File: config.mk
export PLATFORM = sky130hd
export DESIGN_NAME = halfstep_dpll
export DESIGN_NICKNAME = d
export VERILOG_FILES = /design/src/rtl/hsdpll_pkg.sv /design/src/rtl/hsdpll_ref_edge.sv /design/src/rtl/hsdpll_frame_divider.sv /design/src/rtl/hsdpll_phase_judge.sv /design/src/rtl/halfstep_dpll.sv
export SDC_FILE = /design/constraint.sdc
export NUM_CORES = 1
export LEC_CHECK = 0
export BUFFER_PORTS_ARGS = -buffer_cell sky130_fd_sc_hd__buf_4
export CORE_MARGIN = 4
export CORE_UTILIZATION = 65
export CTS_BUF_LIST = sky130_fd_sc_hd__clkbuf_8
export DETAILED_ROUTE_END_ITERATION = 6
export GPL_TIMING_DRIVEN = 0
export PLACE_DENSITY = 0.84
export SLEW_MARGIN = 10
export SYNTH_ARGS = -nofsm -noshare
export SYNTH_HDL_FRONTEND = slang
export SYNTH_SLANG_ARGS = --single-unit
File: constraint.sdc
create_clock -name clk -period 7.7 [get_ports clk]
set_clock_uncertainty 0.15 [all_clocks]
set_input_delay 0.77 -clock clk [delete_from_list [all_inputs] [get_ports clk]]
set_output_delay 0.77 -clock clk [all_outputs]
set_load 0.03 [all_outputs]
File: src/rtl/hsdpll_pkg.sv
package hsdpll_pkg;
  typedef enum logic [1:0] {
    STEP_NORMAL  = 2'd0,
    STEP_HOLD    = 2'd1,
    STEP_SKIP    = 2'd2
  } step_e;
endpackage

File: src/rtl/hsdpll_ref_edge.sv
module hsdpll_ref_edge #(
  parameter int STAGES = 2
) (
  input  logic clk,
  input  logic rst_n,
  input  logic ref_in,
  output logic fall_o
);
  // sh_q[0] is the newest sample; sh_q[STAGES] is the previous synchronised level
  logic [STAGES:0] sh_q;

  always_ff @(posedge clk or negedge rst_n) begin
    if (!rst_n) sh_q <= '0;
    else        sh_q <= {sh_q[STAGES-1:0], ref_in};
  end

  assign fall_o = sh_q[STAGES] & ~sh_q[STAGES-1];
endmodule

File: src/rtl/hsdpll_frame_divider.sv
module hsdpll_frame_divider
  import hsdpll_pkg::*;
#(
  parameter int TICKS_PER_LINE = 16,
  parameter int T1_FRAME       = 3088,
  parameter int E1_FRAME       = 4096,
  parameter int T1_CS_TICKS    = 8,
  parameter int E1_CS_TICKS    = 1024,
  parameter int PHASE_W        = 13
) (
  input  logic  clk,
  input  logic  rst_n,
  input  logic  mode_e1,
  input  step_e step_i,
  output logic  wrap_o,
  output logic  line_clk_o,
  output logic  int_8k_o,
  output logic  cs_win_o
);
  localparam int LINE_BIT = $clog2(TICKS_PER_LINE) - 1;

  logic [PHASE_W-1:0] phase_q, sum, frame_len, half_len, cs_lo, cs_hi;
  logic [1:0]         step;

  always_comb begin
    if (mode_e1) begin
      frame_len = PHASE_W'(E1_FRAME);
      half_len  = PHASE_W'(E1_FRAME / 2);
      cs_lo     = PHASE_W'(E1_FRAME / 2 - E1_CS_TICKS / 2);
      cs_hi     = PHASE_W'(E1_FRAME / 2 + E1_CS_TICKS / 2);
    end else begin
      frame_len = PHASE_W'(T1_FRAME);
      half_len  = PHASE_W'(T1_FRAME / 2);
      cs_lo     = PHASE_W'(T1_FRAME / 2 - T1_CS_TICKS / 2);
      cs_hi     = PHASE_W'(T1_FRAME / 2 + T1_CS_TICKS / 2);
    end
  end

  always_comb begin
    case (step_i)
      STEP_HOLD: step = 2'd0;
      STEP_SKIP: step = 2'd2;
      default:   step = 2'd1;
    endcase
  end

  assign sum    = phase_q + PHASE_W'(step);
  assign wrap_o = (sum >= frame_len);

  always_ff @(posedge clk or negedge rst_n) begin
    if (!rst_n)      phase_q <= '0;
    else if (wrap_o) phase_q <= sum - frame_len;
    else             phase_q <= sum;
  end

  assign line_clk_o = ~phase_q[LINE_BIT];
  assign int_8k_o   = (phase_q < half_len);
  assign cs_win_o   = (phase_q >= cs_lo) && (phase_q < cs_hi);
endmodule

File: src/rtl/hsdpll_phase_judge.sv
module hsdpll_phase_judge
  import hsdpll_pkg::*;
(
  input  logic  clk,
  input  logic  rst_n,
  input  logic  ref_fall,
  input  logic  int_8k,
  input  logic  cs_win,
  input  logic  wrap,
  output step_e step_o,
  output logic  corr_pulse_o,
  output logic  corr_stretch_o
);
  logic used_q;

  always_comb begin
    step_o = STEP_NORMAL;
    if (ref_fall && cs_win && !used_q)
      step_o = int_8k ? STEP_SKIP : STEP_HOLD;
  end

  always_ff @(posedge clk or negedge rst_n) begin
    if (!rst_n) begin
      used_q         <= 1'b0;
      corr_pulse_o   <= 1'b0;
      corr_stretch_o <= 1'b0;
    end else begin
      corr_pulse_o <= (step_o != STEP_NORMAL);
      if (step_o != STEP_NORMAL) begin
        used_q         <= 1'b1;
        corr_stretch_o <= (step_o == STEP_HOLD);
      end else if (wrap) begin
        used_q <= 1'b0;
      end
    end
  end
endmodule

File: src/rtl/halfstep_dpll.sv
module halfstep_dpll
  import hsdpll_pkg::*;
#(
  parameter int MASTER_PER_LINE = 8,
  parameter int T1_LINES        = 193,
  parameter int E1_LINES        = 256,
  parameter int T1_CS_MASTERS   = 4,
  parameter int E1_CS_MASTERS   = 512,
  parameter int SYNC_STAGES     = 2
) (
  input  logic clk,
  input  logic rst_n,
  input  logic ref_8k,
  input  logic mode_e1,
  output logic line_clk,
  output logic int_8k,
  output logic cs_win,
  output logic corr_pulse,
  output logic corr_stretch
);
  localparam int TICKS_PER_LINE = 2 * MASTER_PER_LINE;
  localparam int T1_FRAME       = TICKS_PER_LINE * T1_LINES;
  localparam int E1_FRAME       = TICKS_PER_LINE * E1_LINES;
  localparam int MAX_FRAME      = (T1_FRAME > E1_FRAME) ? T1_FRAME : E1_FRAME;
  localparam int PHASE_W        = $clog2(MAX_FRAME + 3);

  logic  ref_fall, wrap;
  step_e step;

  hsdpll_ref_edge #(.STAGES(SYNC_STAGES)) edge_i (
    .clk(clk), .rst_n(rst_n), .ref_in(ref_8k), .fall_o(ref_fall)
  );

  hsdpll_frame_divider #(
    .TICKS_PER_LINE(TICKS_PER_LINE),
    .T1_FRAME(T1_FRAME),
    .E1_FRAME(E1_FRAME),
    .T1_CS_TICKS(2 * T1_CS_MASTERS),
    .E1_CS_TICKS(2 * E1_CS_MASTERS),
    .PHASE_W(PHASE_W)
  ) div_i (
    .clk(clk), .rst_n(rst_n), .mode_e1(mode_e1), .step_i(step),
    .wrap_o(wrap), .line_clk_o(line_clk), .int_8k_o(int_8k), .cs_win_o(cs_win)
  );

  hsdpll_phase_judge judge_i (
    .clk(clk), .rst_n(rst_n), .ref_fall(ref_fall), .int_8k(int_8k),
    .cs_win(cs_win), .wrap(wrap), .step_o(step),
    .corr_pulse_o(corr_pulse), .corr_stretch_o(corr_stretch)
  );
endmodule

# Word level (Yosys, flattened, before mapping)
# Cells that the tools add are included.
# Widths: inputs -> output; s select.
# op_classes
magnitude_cmp	4
n_eq_ne	2
n_reduce_logical	6
addsub	2
bitwise_logic	3
mux	10
# ops
operator	n
$lt 13x12->1	2
$mux 13	2
$mux 12	2
$add 13x2->13	1
$ge 13x11->1	1
$ge 13x13->1	1
$sub 13x13->13	1
$mux 2	2
$pmux 2 s2	1
$reduce_bool 2->1	2
$logic_and 1x1->1	3
$mux 3	1
$eq 2x1->1 const B	1
$eq 2x2->1 const B	1
$mux 1	2
$not 1->1	2
$and 1x1->1	1
$logic_not 1->1	1
# totals
word_cells	32
output_inout_bits	5
inputBits	4
register_bits	19

# Longest topological paths before layout
# depth
word_depth	12
ltp_mapped	25

# By module
# From an unflattened synthesis, not the netlist that was laid out.
# hier_totals
cells_unflattened	159
hier_area_um2	1550.2
# modules_own_cells
module	seq_area_each_um2	n_inst	cells_each	area_per_inst_um2
hsdpll_frame_divider	325.3	1	144	1327.5
hsdpll_phase_judge	75.1	1	11	133.9
hsdpll_ref_edge	75.1	1	4	88.8

# Worst setup path before layout
# Ideal clock, no wire load.
# synth_path
kind	input-to-reg
from	input mode_e1
to	register div_i.phase_q[11]
stages	23
arrival_time_ns	5.072
setup_slack_ns	2.356
cell_sequence	ha_1 > a21boi_0 > o21a_1 > o21ai_0 > and2_1 > clkbuf_1 > nand2b_1 > ha_1 > inv_1 > ha_1 > inv_1 > fa_1 > nor3b_4 > nand3_1 > xnor2_1 > ha_1 > nand4_1 > nor4_1 > and3_2 > o2111ai_2 > nand2_1 > o21ai_0 > o221a_2
# synth_between
elab_cells_between_ends	19
# synth_rtl
item	line_no	rtl
start, declared	halfstep_dpll.sv:14	input logic mode_e1,
$mux 12 *	hsdpll_frame_divider.sv:26	if (mode_e1) begin
$lt 13x12->1 *	hsdpll_frame_divider.sv:57	assign int_8k_o = (phase_q < half_len);
net int_8k	halfstep_dpll.sv:16	output logic int_8k,
$mux 2 *	hsdpll_phase_judge.sv:19	step_o = int_8k ? STEP_SKIP : STEP_HOLD;
$mux 2 *	hsdpll_phase_judge.sv:18	if (ref_fall && cs_win && !used_q)
$eq 2x2->1 / $eq 2x1->1 (equally long branches)	hsdpll_frame_divider.sv:40	case (step_i)
$pmux 2 s2 *	hsdpll_frame_divider.sv:40	
$add 13x2->13 *	hsdpll_frame_divider.sv:47	assign sum = phase_q + PHASE_W'(step);
$sub 13x13->13 / $ge 13x13->1 (equally long branches)	hsdpll_frame_divider.sv:52, hsdpll_frame_divider.sv:48	
$mux 13 *	hsdpll_frame_divider.sv:52	else if (wrap_o) phase_q <= sum - frame_len;
end signal, assigned	hsdpll_frame_divider.sv:52	
end signal, assigned	hsdpll_frame_divider.sv:53	else phase_q <= sum;
end, declared	hsdpll_frame_divider.sv:22	logic [PHASE_W-1:0] phase_q, sum, frame_len, half_len, cs_lo, cs_hi;
# The timed path passes the listed nets; every way through them passes the cells marked *.
# A chain may end at the register's enable or synchronous reset.

# Final worst setup path
# layout_path
from	input mode_e1
to	register div_i.phase_q[12]
# layout_between
elab_chain_cells	11
elab_cells_between_ends	19
# layout_lines
item	line_no	rtl
$mux 3 / $mux 12 (equally long branches)	hsdpll_frame_divider.sv:26	
$ge 13x11->1 / $lt 13x12->1 (equally long branches)	hsdpll_frame_divider.sv:58	assign cs_win_o = (phase_q >= cs_lo) && (phase_q < cs_hi);
$logic_and 1x1->1	hsdpll_frame_divider.sv:58	
$logic_and 1x1->1 (2 in series)	hsdpll_phase_judge.sv:18	
$mux 2	hsdpll_phase_judge.sv:18	
$eq 2x2->1 / $eq 2x1->1 (equally long branches)	hsdpll_frame_divider.sv:40	
$pmux 2 s2	hsdpll_frame_divider.sv:40	
$add 13x2->13	hsdpll_frame_divider.sv:47	
$sub 13x13->13 / $ge 13x13->1 (equally long branches)	hsdpll_frame_divider.sv:52, hsdpll_frame_divider.sv:48	
$mux 13 *	hsdpll_frame_divider.sv:52	
# Every way passes the cells marked *; elsewhere a longest branch is shown, timed or not.

==> flow_metrics.py <==
metrics = {
    "timing": {
        "fmax_mhz": 164,
        "relSlewSlack_pct": 61.2,
        "post-route-period-util_pct": 79.3,
        "finalWorstSetupSlack_ns": 1.60,
        "max_slew.worst_pin.slew_ns": 0.580,
        "finalHoldViolCount": 0,
        "slew_viol_final": 0,
        "period_needed_ns": 6.10,
        "finalSetupViolCount": 0,
        "rsz0062_at_grt": "no",
        "tns_ns": 0,
    },
    "status": {
        "status": "completed",
    },
    "floorplanning": {
        "rows": 17,
        "die_area_um2": 3150,
        "fp.dieW_um": 56.2,
        "initial_core_util_pct": 68.2,
        "core_area_um2": 2210,
        "pin_count": 9,
        "die_h_um": 56.2,
    },
    "cts": {
        "clkLatencyLatePin_ns": 0.26,
        "postCtsHoldBufs": 0,
        "cts_sinks": 19,
        "post_cts_buffers": 0,
        "clk_pin_slew_ns": 0.08,
        "clk_path_buf_depth": 2,
        "h-tree-depth": 1,
        "cts_tree": "built",
        "post_cts_resized": 0,
        "cts_made_buffers": 3,
        "root_buffer": "clkbuf_8",
    },
    "logic_synthesis": {
        "syn_area_per_cell_um2": 9.85,
        "async_reset_ff_share_pct": 100,
        "synthesis.instances": 153,
        "synth_top_flop_cell": "dfrtp_1",
        "syn-cell-area_um2": 1510,
        "synth_area_leaders": "dfrtp_1 32%, ha_1 12%, xnor2_1 7.0%, inv_1 4.0%, nand3_1 3.0%",
        "synth.top_cell.area_share_pct": 31.5,
        "seq_area_frac_synth_pct": 31.5,
        "ys_seq_elements": 19,
        "synth_top_cell_by_area": "dfrtp_1",
        "ys_warn_count": 0,
        "synth_fp_nets": 172,
        "synth.distinct_cells": 46,
        "synth_edf_count": 0,
    },
    "routing": {
        "ant_nets": 0,
        "wl_um": 3370,
        "firstDrtPassIters": 4,
        "route.detailed.drc": 0,
        "viasPerCell": 6.25,
        "dr.first_iter.drc_count": 26,
        "dr_total_vias": 1207,
        "routedWlPerCell_um": 17.5,
    },
    "global_route": {
        "grt_use_total_pct": 23.2,
        "grt_overflow_total": 0,
        "grt_pass1_vias": 1262,
        "grt_pass1_wl_um": 5800,
        "antenna_found_initial": 0,
        "grt_max_degree": 20,
    },
    "place": {
        "dp_hpwl_um": 2520,
        "place.gp.congestion": 0.833,
        "dp_slack_ns": 1.45,
        "portBuffers": 8,
        "dp_cells": 189,
    },
    "run": {
        "drv_cap": 0,
    },
    "final_layout": {
        "final_layout_size_suffix_gt1_share_pct": 19.4,
        "n_antenna_cell": 0,
        "fillCellCount": 170,
        "area_growth_pct": 9.54,
        "final_nets": 185,
        "final_core_util_pct": 74.7,
        "final_cells": 193,
    },
    "critical_path": {
        "cp-start-kind": "input port",
        "path_max_fanout": 8,
        "end_kind": "register",
        "crit_arrival_ns": 6.10,
        "worstPathRequired_ns": 7.70,
        "worstSetupPathType": "in2reg",
        "startpoint": "mode_e1",
        "timing.rr.start": "div_i.phase_q[7]$_DFF_PN0_",
    },
    "power_and_ir_drop": {
        "peakVddDrop_uv": 283,
        "p_total_uw": 702,
        "powerDensity_nw_per_um2": 425,
        "p_leak_uw": 0.000750,
    },
    "min_path": {
        "hold_class": "reg2reg",
        "min-delay-start": "edge_i.sh_q[0]$_DFF_PN0_",
    },
}
final cells by class:
class,count,area (um2),area share (%)
inverter,16,60.1,3.64
sequential,19,475,28.8
clock buffer,3,41.3,2.50
buffer,3,32.5,1.97
clock inverter,1,7.51,0.455
multi-input combinational,115,940,56.9
tap,28,35.0,2.12
timing repair buffer,8,60.1,3.64
layer usage:
metal | vias to the layer above | routed length (um) | GRT usage (%)
li1 | 566 | - | -
met1 | 589 | 1410 | 29.2
met3 | 11 | 175 | 2.32
met2 | 41 | 1690 | 40.7
met4 | 0 | 93 | 8.14
met5 | - | 0 | 0
cells in the mapped netlist, types with 2 or more instances:
master / instances
a21oi_1: 4
a41oi_1: 2
and2_1: 3
and3_2: 4
dfrtp_1: 19
ha_1: 14
inv_1: 16
mux2i_1: 3
nand2_1: 10
nand2b_1: 2
nand3_1: 9
nand3_2: 2
nor2_1: 11
nor3_1: 3
o211ai_1: 2
o21a_1: 2
o21ai_0: 6
xnor2_1: 12
xor2_1: 2
placed cells by master, fill, tap and decap left out, drive strengths merged, types with 5 or more instances in the layout:
cell type  count
a21oi          5
o21ai          6
nor2          11
nand2         10
buf            9
inv           16
dfrtp         19
and3           5
xnor2         13
clkbuf         5
nand3         12
ha            14
cell families after synthesis:
group,after synthesis,share of synthesized area (%)
simple gates,54,22.0
mux,4,2.99
xor+xnor,15,9.21
flops,19,31.5
fa+ha+maj,15,12.9
compound gates,27,15.2
buf+inv,19,6.14
stage by stage:
stage	hold slack, ns	area, um2
floorplan	0.181	1510
CTS	0.216	1650
detailed placement	0.198	1600
global route	0.230	1650
global placement	0.182	1600
finish	0.214	1650
critical path: stages:
cell and delay, ns:
buf_4 0.14, inv_1 0.19, ha_1 0.28, a21oi_1 0.17, a21oi_1 0.08, o21ai_0 0.24
o211ai_1 0.19, nor2_1 0.28, nand2_1 0.12, ha_1 0.28, inv_1 0.05, ha_1 0.17
inv_1 0.06, fa_1 0.45, nor3b_4 0.41, nand3_1 0.17, xnor2_1 0.34, ha_1 0.27
nand4_1 0.16, nor4_1 0.26, and3_2 0.23, o2111ai_2 0.19, nand2_1 0.23, mux2i_1 0.26
a211oi_1 0.10
power by group:
group | total (uW) | internal, uW | switching [uW]
combinational | 437 | 185 | 252
clock | 73.9 | 36.6 | 37.4
sequential | 191 | 144 | 47.6
state kept, by name (all words and copies together), names as in the netlist:
signal,count
judge_i.corr_pulse_o,1
judge_i.corr_stretch_o,1
div_i.phase_q,13
judge_i.used_q,1
edge_i.sh_q,3
path summary, 6_finish.rpt:
path	end	slack, ns	cells past startpoint
worst max register to register	div_i.phase_q[12]$_DFF_PN0_	1.62	25
max in group asynchronous	div_i.phase_q[4]$_DFF_PN0_	6.97	1
worst min register to register	edge_i.sh_q[1]$_DFF_PN0_	0.21	0
worst min-delay path	edge_i.sh_q[1]$_DFF_PN0_	0.21	0
min in group asynchronous	judge_i.corr_pulse_o$_DFF_PN0_	0.22	1
worst max-delay path	div_i.phase_q[12]$_DFF_PN0_	1.60	25
(Power assumes the default switching activity.)
